$ cat src/rtl/smb_host_pkg.sv
package smb_host_pkg;

  typedef enum logic [2:0] {
    LK_START     = 3'd0,
    LK_STOP      = 3'd1,
    LK_SEND      = 3'd2,
    LK_RECV_ACK  = 3'd3,
    LK_RECV_NACK = 3'd4
  } link_op_e;

  localparam logic [2:0] OFS_STAT = 3'd0;
  localparam logic [2:0] OFS_CTRL = 3'd1;
  localparam logic [2:0] OFS_CMD  = 3'd2;
  localparam logic [2:0] OFS_ADDR = 3'd3;
  localparam logic [2:0] OFS_DAT0 = 3'd4;
  localparam logic [2:0] OFS_BLK  = 3'd5;

  localparam int ST_BUSY = 0;
  localparam int ST_DONE = 1;
  localparam int ST_DERR = 2;
  localparam int ST_BERR = 3;
  localparam int ST_FAIL = 4;
  localparam int ST_BDON = 7;

  localparam int CT_IEN  = 0;
  localparam int CT_LAST = 5;
  localparam int CT_GO   = 6;

  localparam logic [2:0] PROTO_BYTE  = 3'd2;
  localparam logic [2:0] PROTO_BLOCK = 3'd5;

  typedef struct packed {
    logic done;
    logic dev_err;
    logic bus_err;
    logic fail;
    logic byte_done;
  } flag_set_t;

endpackage

$ cat src/rtl/smb_host_regs.sv
module smb_host_regs
  import smb_host_pkg::*;
#(
  parameter int AW = 3,
  parameter int DW = 8
) (
  input  logic          clk,
  input  logic          rst_n,
  input  logic [AW-1:0] reg_addr,
  input  logic          reg_wr,
  input  logic [DW-1:0] reg_wdata,
  output logic [DW-1:0] reg_rdata,
  input  logic          busy_i,
  input  flag_set_t     flags_i,
  input  logic          d0_we_i,
  input  logic          blk_we_i,
  input  logic [DW-1:0] rx_byte_i,
  output logic          go_o,
  output logic [2:0]    proto_o,
  output logic          last_o,
  output logic [DW-1:0] cmd_o,
  output logic [DW-1:0] addr_o,
  output logic [DW-1:0] dat0_o,
  output logic [DW-1:0] blk_o,
  output logic          byte_done_o
);

  logic [DW-1:0] cmd_q, addr_q, dat0_q, blk_q;
  logic [2:0]    proto_q;
  logic          ien_q, last_q, go_q;
  logic          done_q, derr_q, berr_q, fail_q, bdon_q;

  logic wr_stat, wr_ctrl, busy_rd;
  assign wr_stat = reg_wr && (reg_addr == AW'(OFS_STAT));
  assign wr_ctrl = reg_wr && (reg_addr == AW'(OFS_CTRL));
  assign busy_rd = busy_i | go_q;

  always_ff @(posedge clk or negedge rst_n) begin
    if (!rst_n) begin
      cmd_q <= '0; addr_q <= '0; dat0_q <= '0; blk_q <= '0;
      proto_q <= '0; ien_q <= 1'b0; last_q <= 1'b0; go_q <= 1'b0;
      done_q <= 1'b0; derr_q <= 1'b0; berr_q <= 1'b0;
      fail_q <= 1'b0; bdon_q <= 1'b0;
    end else begin
      go_q <= wr_ctrl && reg_wdata[CT_GO] && !busy_rd;
      if (wr_ctrl) begin
        ien_q   <= reg_wdata[CT_IEN];
        proto_q <= reg_wdata[4:2];
        last_q  <= reg_wdata[CT_LAST];
      end else if (go_q) begin
        last_q <= 1'b0;
      end
      if (reg_wr && reg_addr == AW'(OFS_CMD))  cmd_q  <= reg_wdata;
      if (reg_wr && reg_addr == AW'(OFS_ADDR)) addr_q <= reg_wdata;
      if (d0_we_i) dat0_q <= rx_byte_i;
      else if (reg_wr && reg_addr == AW'(OFS_DAT0)) dat0_q <= reg_wdata;
      if (blk_we_i) blk_q <= rx_byte_i;
      else if (reg_wr && reg_addr == AW'(OFS_BLK)) blk_q <= reg_wdata;
      done_q <= flags_i.done      | (done_q & ~(wr_stat & reg_wdata[ST_DONE]));
      derr_q <= flags_i.dev_err   | (derr_q & ~(wr_stat & reg_wdata[ST_DERR]));
      berr_q <= flags_i.bus_err   | (berr_q & ~(wr_stat & reg_wdata[ST_BERR]));
      fail_q <= flags_i.fail      | (fail_q & ~(wr_stat & reg_wdata[ST_FAIL]));
      bdon_q <= flags_i.byte_done | (bdon_q & ~(wr_stat & reg_wdata[ST_BDON]));
    end
  end

  always_comb begin
    case (reg_addr)
      AW'(OFS_STAT): reg_rdata = {bdon_q, 2'b00, fail_q, berr_q, derr_q, done_q, busy_rd};
      AW'(OFS_CTRL): reg_rdata = {1'b0, 1'b0, last_q, proto_q, 1'b0, ien_q};
      AW'(OFS_CMD):  reg_rdata = cmd_q;
      AW'(OFS_ADDR): reg_rdata = addr_q;
      AW'(OFS_DAT0): reg_rdata = dat0_q;
      AW'(OFS_BLK):  reg_rdata = blk_q;
      default:       reg_rdata = '0;
    endcase
  end

  assign go_o        = go_q;
  assign proto_o     = proto_q;
  assign last_o      = last_q;
  assign cmd_o       = cmd_q;
  assign addr_o      = addr_q;
  assign dat0_o      = dat0_q;
  assign blk_o       = blk_q;
  assign byte_done_o = bdon_q;

  // a write-1 with no concurrent set leaves the flag clear
  p_w1c_fail_r11: assert property (@(posedge clk) disable iff (!rst_n)
    wr_stat && reg_wdata[ST_FAIL] && !flags_i.fail |=> !fail_q);
  p_w1c_bdone_r11: assert property (@(posedge clk) disable iff (!rst_n)
    wr_stat && reg_wdata[ST_BDON] && !flags_i.byte_done |=> !bdon_q);

endmodule

$ cat src/rtl/smb_host_fsm.sv
module smb_host_fsm
  import smb_host_pkg::*;
#(
  parameter int DW        = 8,
  parameter int MAX_BLOCK = 32
) (
  input  logic          clk,
  input  logic          rst_n,
  input  logic          go_i,
  input  logic [2:0]    proto_i,
  input  logic [DW-1:0] addr_i,
  input  logic [DW-1:0] cmd_i,
  input  logic [DW-1:0] dat0_i,
  input  logic [DW-1:0] blk_i,
  input  logic          last_i,
  input  logic          byte_done_i,
  output logic          busy_o,
  output flag_set_t     flags_o,
  output logic          d0_we_o,
  output logic          blk_we_o,
  output logic          lnk_cmd_valid,
  input  logic          lnk_cmd_ready,
  output link_op_e      lnk_cmd_op,
  output logic [DW-1:0] lnk_cmd_byte,
  input  logic          lnk_rsp_valid,
  input  logic          lnk_rsp_ack,
  input  logic          lnk_rsp_err,
  input  logic [DW-1:0] lnk_rsp_byte
);

  localparam int CW = $clog2(MAX_BLOCK + 1);

  typedef enum logic [3:0] {
    S_IDLE, S_START, S_ADDR, S_CMD, S_RSTART, S_ADDR_R,
    S_CNT_TX, S_TX, S_TX_WAIT, S_CNT_RX, S_RX, S_RX_WAIT, S_STOP
  } seq_state_e;

  seq_state_e    state_q, state_d;
  logic          pend_q, blk_q, blk_d, rd_q, rd_d, ok_q, ok_d, nack_q, nack_d;
  logic [CW-1:0] remain_q, remain_d;
  logic          bus_state, rsp_take, rx_nack;

  assign rx_nack  = !blk_q || last_i || (remain_q == CW'(1));
  assign rsp_take = pend_q && lnk_rsp_valid;

  always_comb begin
    bus_state    = 1'b1;
    lnk_cmd_op   = LK_SEND;
    lnk_cmd_byte = '0;
    case (state_q)
      S_START, S_RSTART: lnk_cmd_op = LK_START;
      S_ADDR:   lnk_cmd_byte = {addr_i[DW-1:1], 1'b0};
      S_ADDR_R: lnk_cmd_byte = {addr_i[DW-1:1], 1'b1};
      S_CMD:    lnk_cmd_byte = cmd_i;
      S_CNT_TX: lnk_cmd_byte = dat0_i;
      S_TX:     lnk_cmd_byte = blk_q ? blk_i : dat0_i;
      S_CNT_RX: lnk_cmd_op = LK_RECV_ACK;
      S_RX:     lnk_cmd_op = rx_nack ? LK_RECV_NACK : LK_RECV_ACK;
      S_STOP:   lnk_cmd_op = LK_STOP;
      default:  bus_state = 1'b0;
    endcase
  end

  assign lnk_cmd_valid = bus_state && !pend_q;
  assign busy_o        = (state_q != S_IDLE);

  always_comb begin
    state_d  = state_q;
    blk_d    = blk_q;
    rd_d     = rd_q;
    ok_d     = ok_q;
    nack_d   = nack_q;
    remain_d = remain_q;
    flags_o  = '0;
    d0_we_o  = 1'b0;
    blk_we_o = 1'b0;
    case (state_q)
      S_IDLE: if (go_i) begin
        blk_d    = (proto_i == PROTO_BLOCK);
        rd_d     = addr_i[0];
        ok_d     = 1'b1;
        nack_d   = 1'b0;
        remain_d = CW'(dat0_i);
        if (proto_i != PROTO_BYTE && proto_i != PROTO_BLOCK)
          flags_o.fail = 1'b1;
        else if (proto_i == PROTO_BLOCK && !addr_i[0] &&
                 (dat0_i == '0 || dat0_i > DW'(MAX_BLOCK)))
          flags_o.fail = 1'b1;
        else
          state_d = S_START;
      end
      S_TX_WAIT: if (!byte_done_i) state_d = S_TX;
      S_RX_WAIT: if (!byte_done_i) state_d = nack_q ? S_STOP : S_RX;
      default: if (rsp_take) begin
        if (lnk_rsp_err) begin
          flags_o.bus_err = 1'b1;
          ok_d    = 1'b0;
          state_d = (state_q == S_STOP) ? S_IDLE : S_STOP;
        end else if (lnk_cmd_op == LK_SEND && !lnk_rsp_ack) begin
          flags_o.dev_err = 1'b1;
          ok_d    = 1'b0;
          state_d = S_STOP;
        end else begin
          case (state_q)
            S_START:  state_d = S_ADDR;
            S_ADDR:   state_d = S_CMD;
            S_CMD:    state_d = rd_q ? S_RSTART : (blk_q ? S_CNT_TX : S_TX);
            S_RSTART: state_d = S_ADDR_R;
            S_ADDR_R: state_d = blk_q ? S_CNT_RX : S_RX;
            S_CNT_TX: state_d = S_TX;
            S_TX: begin
              if (!blk_q || remain_q == CW'(1)) state_d = S_STOP;
              else begin
                remain_d          = remain_q - CW'(1);
                flags_o.byte_done = 1'b1;
                state_d           = S_TX_WAIT;
              end
            end
            S_CNT_RX: begin
              if (lnk_rsp_byte == '0 || lnk_rsp_byte > DW'(MAX_BLOCK)) begin
                flags_o.fail = 1'b1;
                ok_d    = 1'b0;
                state_d = S_STOP;
              end else begin
                remain_d = CW'(lnk_rsp_byte);
                state_d  = S_RX;
              end
            end
            S_RX: begin
              if (!blk_q) begin
                d0_we_o = 1'b1;
                state_d = S_STOP;
              end else begin
                blk_we_o          = 1'b1;
                flags_o.byte_done = 1'b1;
                remain_d          = remain_q - CW'(1);
                nack_d            = rx_nack;
                state_d           = S_RX_WAIT;
              end
            end
            S_STOP: begin
              flags_o.done = ok_q;
              state_d      = S_IDLE;
            end
            default: state_d = S_IDLE;
          endcase
        end
      end
    endcase
  end

  always_ff @(posedge clk or negedge rst_n) begin
    if (!rst_n) begin
      state_q  <= S_IDLE;
      pend_q   <= 1'b0;
      blk_q    <= 1'b0;
      rd_q     <= 1'b0;
      ok_q     <= 1'b0;
      nack_q   <= 1'b0;
      remain_q <= '0;
    end else begin
      state_q  <= state_d;
      blk_q    <= blk_d;
      rd_q     <= rd_d;
      ok_q     <= ok_d;
      nack_q   <= nack_d;
      remain_q <= remain_d;
      if (lnk_cmd_valid && lnk_cmd_ready) pend_q <= 1'b1;
      else if (rsp_take)                 pend_q <= 1'b0;
    end
  end

  // an offered command does not change until accepted
  p_cmd_hold_r13: assert property (@(posedge clk) disable iff (!rst_n)
    lnk_cmd_valid && !lnk_cmd_ready |=>
      lnk_cmd_valid && $stable(lnk_cmd_op) && $stable(lnk_cmd_byte));
  // a start reaches the sequencer only when it is idle
  p_go_idle_r12: assert property (@(posedge clk) disable iff (!rst_n)
    go_i |-> state_q == S_IDLE);
  // busy only drops on a STOP response
  p_busy_end_r12: assert property (@(posedge clk) disable iff (!rst_n)
    $fell(busy_o) |-> $past(rsp_take && state_q == S_STOP));
  // entering the write pause means the byte-done flag is up
  p_tx_pause_r5: assert property (@(posedge clk) disable iff (!rst_n)
    state_q == S_TX_WAIT && $past(state_q) == S_TX |-> byte_done_i);

endmodule

$ cat src/rtl/smb_host_seq.sv
module smb_host_seq
  import smb_host_pkg::*;
#(
  parameter int MAX_BLOCK = 32
) (
  input  logic       clk,
  input  logic       rst_n,
  input  logic [2:0] reg_addr,
  input  logic       reg_wr,
  input  logic [7:0] reg_wdata,
  output logic [7:0] reg_rdata,
  output logic       lnk_cmd_valid,
  input  logic       lnk_cmd_ready,
  output logic [2:0] lnk_cmd_op,
  output logic [7:0] lnk_cmd_byte,
  input  logic       lnk_rsp_valid,
  input  logic       lnk_rsp_ack,
  input  logic       lnk_rsp_err,
  input  logic [7:0] lnk_rsp_byte
);

  localparam int AW = 3;
  localparam int DW = 8;

  logic          busy, go, last, byte_done, d0_we, blk_we;
  logic [2:0]    proto;
  logic [DW-1:0] cmd_b, addr_b, dat0_b, blk_b;
  flag_set_t     flags;
  link_op_e      op;

  smb_host_regs #(.AW(AW), .DW(DW)) u_regs (
    .clk(clk), .rst_n(rst_n),
    .reg_addr(reg_addr), .reg_wr(reg_wr), .reg_wdata(reg_wdata), .reg_rdata(reg_rdata),
    .busy_i(busy), .flags_i(flags), .d0_we_i(d0_we), .blk_we_i(blk_we),
    .rx_byte_i(lnk_rsp_byte), .go_o(go), .proto_o(proto), .last_o(last),
    .cmd_o(cmd_b), .addr_o(addr_b), .dat0_o(dat0_b), .blk_o(blk_b),
    .byte_done_o(byte_done)
  );

  smb_host_fsm #(.DW(DW), .MAX_BLOCK(MAX_BLOCK)) u_fsm (
    .clk(clk), .rst_n(rst_n),
    .go_i(go), .proto_i(proto), .addr_i(addr_b), .cmd_i(cmd_b),
    .dat0_i(dat0_b), .blk_i(blk_b), .last_i(last), .byte_done_i(byte_done),
    .busy_o(busy), .flags_o(flags), .d0_we_o(d0_we), .blk_we_o(blk_we),
    .lnk_cmd_valid(lnk_cmd_valid), .lnk_cmd_ready(lnk_cmd_ready),
    .lnk_cmd_op(op), .lnk_cmd_byte(lnk_cmd_byte),
    .lnk_rsp_valid(lnk_rsp_valid), .lnk_rsp_ack(lnk_rsp_ack),
    .lnk_rsp_err(lnk_rsp_err), .lnk_rsp_byte(lnk_rsp_byte)
  );

  assign lnk_cmd_op = op;

endmodule

$ cat config.mk
export PLATFORM = sky130hd
export DESIGN_NAME = smb_host_seq
export DESIGN_NICKNAME = d
export VERILOG_FILES = /design/src/rtl/smb_host_pkg.sv /design/src/rtl/smb_host_regs.sv /design/src/rtl/smb_host_fsm.sv /design/src/rtl/smb_host_seq.sv
export SDC_FILE = /design/constraint.sdc
export NUM_CORES = 1
export LEC_CHECK = 0
export ABC_AREA = 1
export BUFFER_PORTS_ARGS = -buffer_cell sky130_fd_sc_hd__buf_2
export CAP_MARGIN = 20
export CORE_ASPECT_RATIO = 1.2
export CORE_MARGIN = 4
export CORE_UTILIZATION = 42
export CTS_BUF_LIST = sky130_fd_sc_hd__clkbuf_8
export DETAILED_ROUTE_END_ITERATION = 8
export GPL_TIMING_DRIVEN = 0
export HOLD_SLACK_MARGIN = 0.03
export PLACE_DENSITY = 0.58
export SETUP_SLACK_MARGIN = 0.3
export SLEW_MARGIN = 20
export SYNTH_ARGS = -nofsm -noshare
export SYNTH_HDL_FRONTEND = slang
export SYNTH_SLANG_ARGS = --single-unit
$ cat constraint.sdc
create_clock -name clk -period 4.2 [get_ports clk]
set_clock_uncertainty 0.05 [all_clocks]
set_input_delay 0.42 -clock clk [delete_from_list [all_inputs] [get_ports clk]]
set_output_delay 0.42 -clock clk [all_outputs]
set_load 0.05 [all_outputs]
==> out/metrics.csv, run 1 <==
stage,metric,value,unit
synth,synth unique cells,38,
clocking,Post-CTS Hold Buffers,0,
power_and_ir_drop,Max IR drop VDD,296,uV
worst_setup_path,CP arrival,2.55,ns
sta,final hold slack,0.0855,ns
floorplanning,Initial Util,43.4,%
clocking,CTS resizes,0,
routing,drt total wl,12100,um
sta,Setup TNS Final,0,ns
worst_setup_path,"Max FO, Critical Path",8,
worst_setup_path,critical path class,reg -> out,
synth,Synth Instances,540,
worst_setup_path,RR Startpoint,u_fsm.state_q[0],
worst_setup_path,crit-path max cell delay,0.50,ns
clocking,root buffer cell,clkbuf_8,
synth,Syn. warnings,0,
routing,antenna-violating nets left,0,
sta,Final Hold Vio Count,0,
layout,Final nets,624,
worst_setup_path,Crit. Startpoint,u_fsm.state_q[3],
worst_setup_path,critical path depth,8,
global_route,largest net degree at the start of global routing,59,
layout,"commonest non-fill, non-tap cell in the layout",nand2_1,
worst_setup_path,Setup crit start kind,flip-flop,
worst_setup_path,Reg2Reg Depth,10,
synth,Mapped Area,0.00376,mm^2
sta,Slew HR,41.4,%
clocking,Num CTS Buffers,9,
clocking,worst-skew pair later-pin latency,0.35,ns
worst_setup_path,critical-path cell list,"inv_2, nand2_1, nor2_1, inv_1, nor2_1, inv_1, o221ai_1, buf_2",
clocking,clock buffer depth,2,
sta,f_max,331,MHz
power_and_ir_drop,leak pwr,2.25,nW
sta,Final period util,71.9,%
global_route,grt ovf,0,
run,Max-Cap Viols,0,
worst_hold_path,Hold Crit Class,in -> async,
placement,GP Congestion,0.943,
sta,final setup fails,0,
sta,RSZ-0062 raised after global routing,no,
routing,DRT iter0 DRCs,210,
sta,fin. max-slew vios,0,
power_and_ir_drop,power per cell area,631,mW/mm^2
clocking,CTS tree,built,
worst_setup_path,crit-path leading delay family,simple AND/OR/NAND/NOR gates,
placement,Post-DP HPWL,9320,um
power_and_ir_drop,total power,2.77,mW
synth,"Seq/Total Area, Yosys",38.6,%
clocking,H-tree levels,3,
floorplanning,Die Area,0.0105,mm^2
floorplanning,I/O pin cnt,46,
routing,DRC,0,
layout,Synth-to-Final Area Change,16.6,%
worst_setup_path,"reg-to-reg slack, setup",2.20,ns
placement,Setup WS pre-CTS,1.62,ns
worst_setup_path,Worst Setup End Kind,output port,
routing,routed len/inst,16.9,um
floorplanning,Die Span Y,112,um
layout,number of diodes,0,
placement,PortBufs,45,
clocking,Worst-path clk slew,0.07,ns
worst_setup_path,Slowest cell on crit path,nor2_1,
synth,"FF+latch count, synth",58,
global_route,initial antenna violation count,0,
global_route,All-Layer GR Usage,24.2,%
sta,worst-margin pin slew,0.876,ns
floorplanning,number of cell rows,37,
clocking,post-CTS setup buffers,0,
sta,final worst path period need,3.02,ns
global_route,number of global-route vias before repair,3732,
synth,Synth Net Count,568,
floorplanning,Die Width,94.3,um
routing,Via Count,3876,
sta,worst setup margin,1.18,ns
routing,Avg Vias per Cell,5.40,
layout,"commonest non-fill, non-tap cells in the layout","nand2_1 (182), inv_1 (67), o21ai_0 (63)",
synth,syn_area_per_cell,6.96,um^2
layout,fraction of layout cells with a size suffix above 1,15.3,%
outcome,status,"finished, final reports clean",
worst_setup_path,CP bufs+invs,4,
routing,first-pass iteration count of the detailed router,5,
global_route,first-pass GRT wire length,19600,um
clocking,clk sinks,58,
worst_setup_path,"Req. time, crit path",3.73,ns
floorplanning,core area,0.00866,mm^2
-- Yosys cell counts --
master	instances	share of area, %
o21ai_0	63	8.4
xor2_1	2	0.47
nor2_1	29	2.9
o31ai_1	1	0.20
nand2_2	5	0.83
o21ai_4	1	0.43
nor2_2	3	0.50
nand3_4	1	0.47
nor3_1	5	0.67
inv_2	6	0.60
o22ai_1	1	0.17
o211ai_1	2	0.40
o21bai_1	1	0.20
clkinv_1	3	0.30
a31oi_1	1	0.17
a21oi_1	9	1.2
nand3_1	36	4.8
clkbuf_1	4	0.40
a21oi_2	1	0.23
mux2_2	2	0.60
buf_2	4	0.53
o21a_1	1	0.20
o221ai_1	13	3.0
nand4_1	6	1.0
nand3b_1	3	0.60
nand3_2	3	0.80
nand2_1	182	18
a22oi_1	6	1.2
nand2_4	1	0.30
or2_2	1	0.17
nor2_4	2	0.60
inv_1	67	6.7
ha_1	2	0.67
nor2_8	1	0.53
dfrtp_1	58	39
a221oi_1	4	0.93
o21ai_1	3	0.40
o2111ai_1	7	1.6
-- cells by family (layout without fill, tap and decap cells) --
family,Yosys count,after routing,synth area share [%]
AND/OR/NAND/NOR,278,278,32.3
AO/OA/AOI/OAI,114,114,18.8
buffers and inverters,84,145,8.52
flip-flops,58,58,38.6
adder cells (fa/ha/maj),2,2,0.666
XOR/XNOR,2,2,0.466
multiplexers,2,2,0.599
-- power breakdown --
group / switching [mW] / internal, mW / total, mW
registers: 0.144 / 0.702 / 0.845
logic: 0.886 / 0.366 / 1.25
clock network: 0.245 / 0.425 / 0.670
total: 1.27 / 1.49 / 2.77
-- per-layer routing --
metal | part of all wire (%) | wire length, um | up-vias | global-route usage, %
li1 | - | - | 1909 | -
met1 | 44 | 5300 | 1794 | 31.5
met2 | 48 | 5770 | 135 | 39.1
met3 | 4.3 | 525 | 38 | 2.97
met4 | 4.3 | 516 | 0 | 12.7
met5 | 0 | 0 | - | 0
-- worst paths after layout --
kind,end
min,u_fsm.state_q[2]
min reg2reg,u_fsm.ok_q
max,lnk_cmd_byte[1]
min in group clk,u_fsm.pend_q
max reg2reg,u_fsm.remain_q[2]
max in group asynchronous,u_fsm.state_q[0]
-- flip-flops by register name (all words and copies together), names as in the netlist, 3 cells and up --
register,flops
u_fsm.remain_q,6
u_regs.dat0_o,8
u_regs.addr_o,8
u_regs.cmd_o,8
u_fsm.state_q,4
u_regs.blk_o,8
u_regs.proto_o,3
-- per-stage QoR --
stage / area (um^2) / std cells / util (%)
finish: 4380 / 718 / 50.6
global route: 4380 / 718 / 50.6
CTS: 4380 / 718 / 50.6
floorplan: 3760 / 540 / -
global placement: 4130 / 702 / 47.7
detailed placement: 4130 / 702 / 47.7
-- area by class of cell --
cell class / count / area [um^2]
well taps: 117 / 146
fillers: 932 / 4270
plain buffers: 8 / 35.0
clock buffers: 11 / 151
repair buffers: 45 / 228
flip-flops and latches: 58 / 1450
clock inverters: 5 / 100
multi-input cells: 398 / 1990
inverters: 76 / 285
-- worst register-to-register path, stage by stage, from the launching register on --
cell and delay (ns):
dfrtp_1 0.47, nand2_1 0.16, inv_1 0.09, o21ai_0 0.27, nand2_1 0.13, a21oi_2 0.19
nand3_2 0.11, nor2_4 0.19, nand2_4 0.10, nand2_1 0.07, nand2_1 0.05
Power figures use the tool's default switching activity.
==> inputs of run 2 (changes only) <==
==> constraint.sdc (replaced) <==
create_clock -name clk -period 2.8 [get_ports clk]
set_clock_uncertainty 0.05 [all_clocks]
set_input_delay 0.28 -clock clk [delete_from_list [all_inputs] [get_ports clk]]
set_output_delay 0.28 -clock clk [all_outputs]
set_load 0.05 [all_outputs]
==> out/metrics.csv, run 2 (same netlist as run 1, synthesis figures left out) <==
stage,metric,value,unit,change
sta,final worst path period need,2.43,ns,
run,Max-Cap Viols,0,,unchanged
sta,f_max,411,MHz,
worst_setup_path,crit-path max cell delay,0.54,ns,+0.04 ns
floorplanning,Initial Util,43.4,%,unchanged
floorplanning,I/O pin cnt,46,,unchanged
power_and_ir_drop,leak pwr,2.26,nW,+0.59%
sta,final setup fails,0,,unchanged
clocking,Worst-path clk slew,0.07,ns,about the same
global_route,All-Layer GR Usage,24.3,%,+0.028 points
routing,DRT iter0 DRCs,223,,+6.2%
floorplanning,number of cell rows,37,,unchanged
worst_setup_path,CP bufs+invs,2,,-2
routing,Avg Vias per Cell,5.43,,+0.66%
worst_setup_path,"Req. time, crit path",2.47,ns,-1.26 ns
global_route,number of global-route vias before repair,3745,,+0.35%
layout,Final nets,627,,+0.48%
layout,Synth-to-Final Area Change,18.8,%,
power_and_ir_drop,Max IR drop VDD,446,uV,+50%
worst_setup_path,critical path depth,7,,-1
worst_setup_path,CP arrival,2.10,ns,-0.45 ns
worst_hold_path,Hold Crit Class,in -> reg,,
floorplanning,Die Width,94.3,um,unchanged
routing,DRC,0,,unchanged
routing,routed len/inst,16.9,um,about the same
layout,"commonest non-fill, non-tap cells in the layout","nand2_1 (181), inv_1 (67), o21ai_0 (63)",,
clocking,clk sinks,58,,unchanged
worst_setup_path,critical path class,reg -> out,,
layout,storage element area,0.00145,mm^2,+0.17%
sta,fin. max-slew vios,0,,unchanged
worst_setup_path,Setup crit start kind,flip-flop,,
global_route,initial antenna violation count,0,,unchanged
global_route,grt ovf,0,,unchanged
global_route,largest net degree at the start of global routing,59,,unchanged
worst_setup_path,"Max FO, Critical Path",7,,-1
placement,placed cell area,0.00413,mm^2,unchanged
layout,final core utilization,51.6,%,+0.94 points
sta,Slew HR,42.4,%,+1.0 points
layout,post-route cell area,0.00446,mm^2,+1.9%
sta,final hold slack,0.0915,ns,+0.00603 ns
sta,RSZ-0062 raised after global routing,no,,
layout,FILL cells,930,,-0.21%
layout,"commonest non-fill, non-tap cell in the layout",nand2_1,,
global_route,first-pass GRT wire length,19600,um,about the same
floorplanning,Die Area,0.0105,mm^2,unchanged
layout,Finished Layout Cells,721,,+0.42%
clocking,CTS tree,built,,
placement,GP Congestion,0.943,,unchanged
layout,area occupied by multi-input gates,0.00202,mm^2,+1.6%
clocking,root buffer cell,clkbuf_8,,
worst_setup_path,Reg2Reg Depth,10,,unchanged
placement,Post-DP HPWL,9320,um,unchanged
sta,Final Hold Vio Count,0,,unchanged
clocking,clock buffer depth,2,,unchanged
layout,number of diodes,0,,unchanged
worst_setup_path,Worst Setup End Kind,output port,,
layout,fraction of layout cells with a size suffix above 1,16.7,%,+1.4 points
placement,Setup WS pre-CTS,0.356,ns,-1.26 ns
routing,drt total wl,12200,um,+0.41%
sta,Setup TNS Final,0,ns,unchanged
routing,first-pass iteration count of the detailed router,5,,unchanged
floorplanning,Die Span Y,112,um,unchanged
power_and_ir_drop,power per cell area,944,mW/mm^2,+50%
clocking,worst-skew pair later-pin latency,0.35,ns,about the same
worst_setup_path,Slowest cell on crit path,dfrtp_1,,
placement,PortBufs,45,,unchanged
worst_setup_path,critical-path cell list,"nand2_2, nor2_1, inv_1, o21ai_2, nand2_1, o2111ai_1, clkbuf_4",,
routing,antenna-violating nets left,0,,unchanged
sta,worst-margin pin slew,0.858,ns,-0.0179 ns
outcome,status,"finished, final reports clean",,
routing,Via Count,3918,,+1.1%
clocking,H-tree levels,3,,unchanged
sta,worst setup margin,0.368,ns,-0.813 ns
worst_hold_path,hold path depth,2,,
floorplanning,core area,0.00866,mm^2,unchanged
clocking,Num CTS Buffers,9,,unchanged
worst_setup_path,crit-path leading delay family,flip-flops,,
sta,Final period util,86.8,%,
placement,Post-Place Cells,702,,unchanged
power_and_ir_drop,total power,4.22,mW,+52%
[run 2: cell count changes in the layout (fill, tap and decap cells not counted), sizes merged]
cell	change
buf	-2
dlygate4sd3	+1
clkbuf	+4
[run 2: layout make-up]
class                      count  share of cell area, %
buffer                         8                  0.785
timing repair buffer          48                   6.17
inverter                      76                   6.39
sequential                    58                   32.6
multi-input combinational    398                   45.2
clock buffer                  11                   3.39
clock inverter                 5                   2.24
tap                          117                   3.28
[run 2: what timing repair did]
action	in CTS	in global routing
setup buffers	1	1
setup endpoints to repair	8	11
pin swaps	0	1
hold endpoints to repair	58	0
hold buffers	1	0
resized for setup	5	17
[run 2: layer usage]
| metal | vias up | GRT usage (%) | wire length [um] |
|---|---|---|---|
| met5 | - | 0 | 0 |
| met4 | 0 | 12.5 | 518 |
| met3 | 38 | 2.97 | 641 |
| met2 | 168 | 39.3 | 5790 |
| met1 | 1797 | 31.5 | 5220 |
| li1 | 1915 | - | - |
[run 2: power by group]
group	switching (mW)	internal, mW
Combinational	1.35	0.590
Clock	0.365	0.637
Sequential	0.222	1.06
[run 2: final timing paths]
check                                  from           endpoint  slack [ns]
hold reg to reg                  u_fsm.ok_q         u_fsm.ok_q        0.45
hold / removal                lnk_rsp_valid       u_fsm.pend_q        0.09
min in group asynchronous             rst_n   u_fsm.state_q[2]        0.50
setup reg to reg           u_fsm.state_q[1]  u_fsm.remain_q[2]        0.75
max in group asynchronous             rst_n   u_fsm.state_q[0]        1.64
setup / recovery           u_fsm.state_q[2]    lnk_cmd_byte[2]        0.37
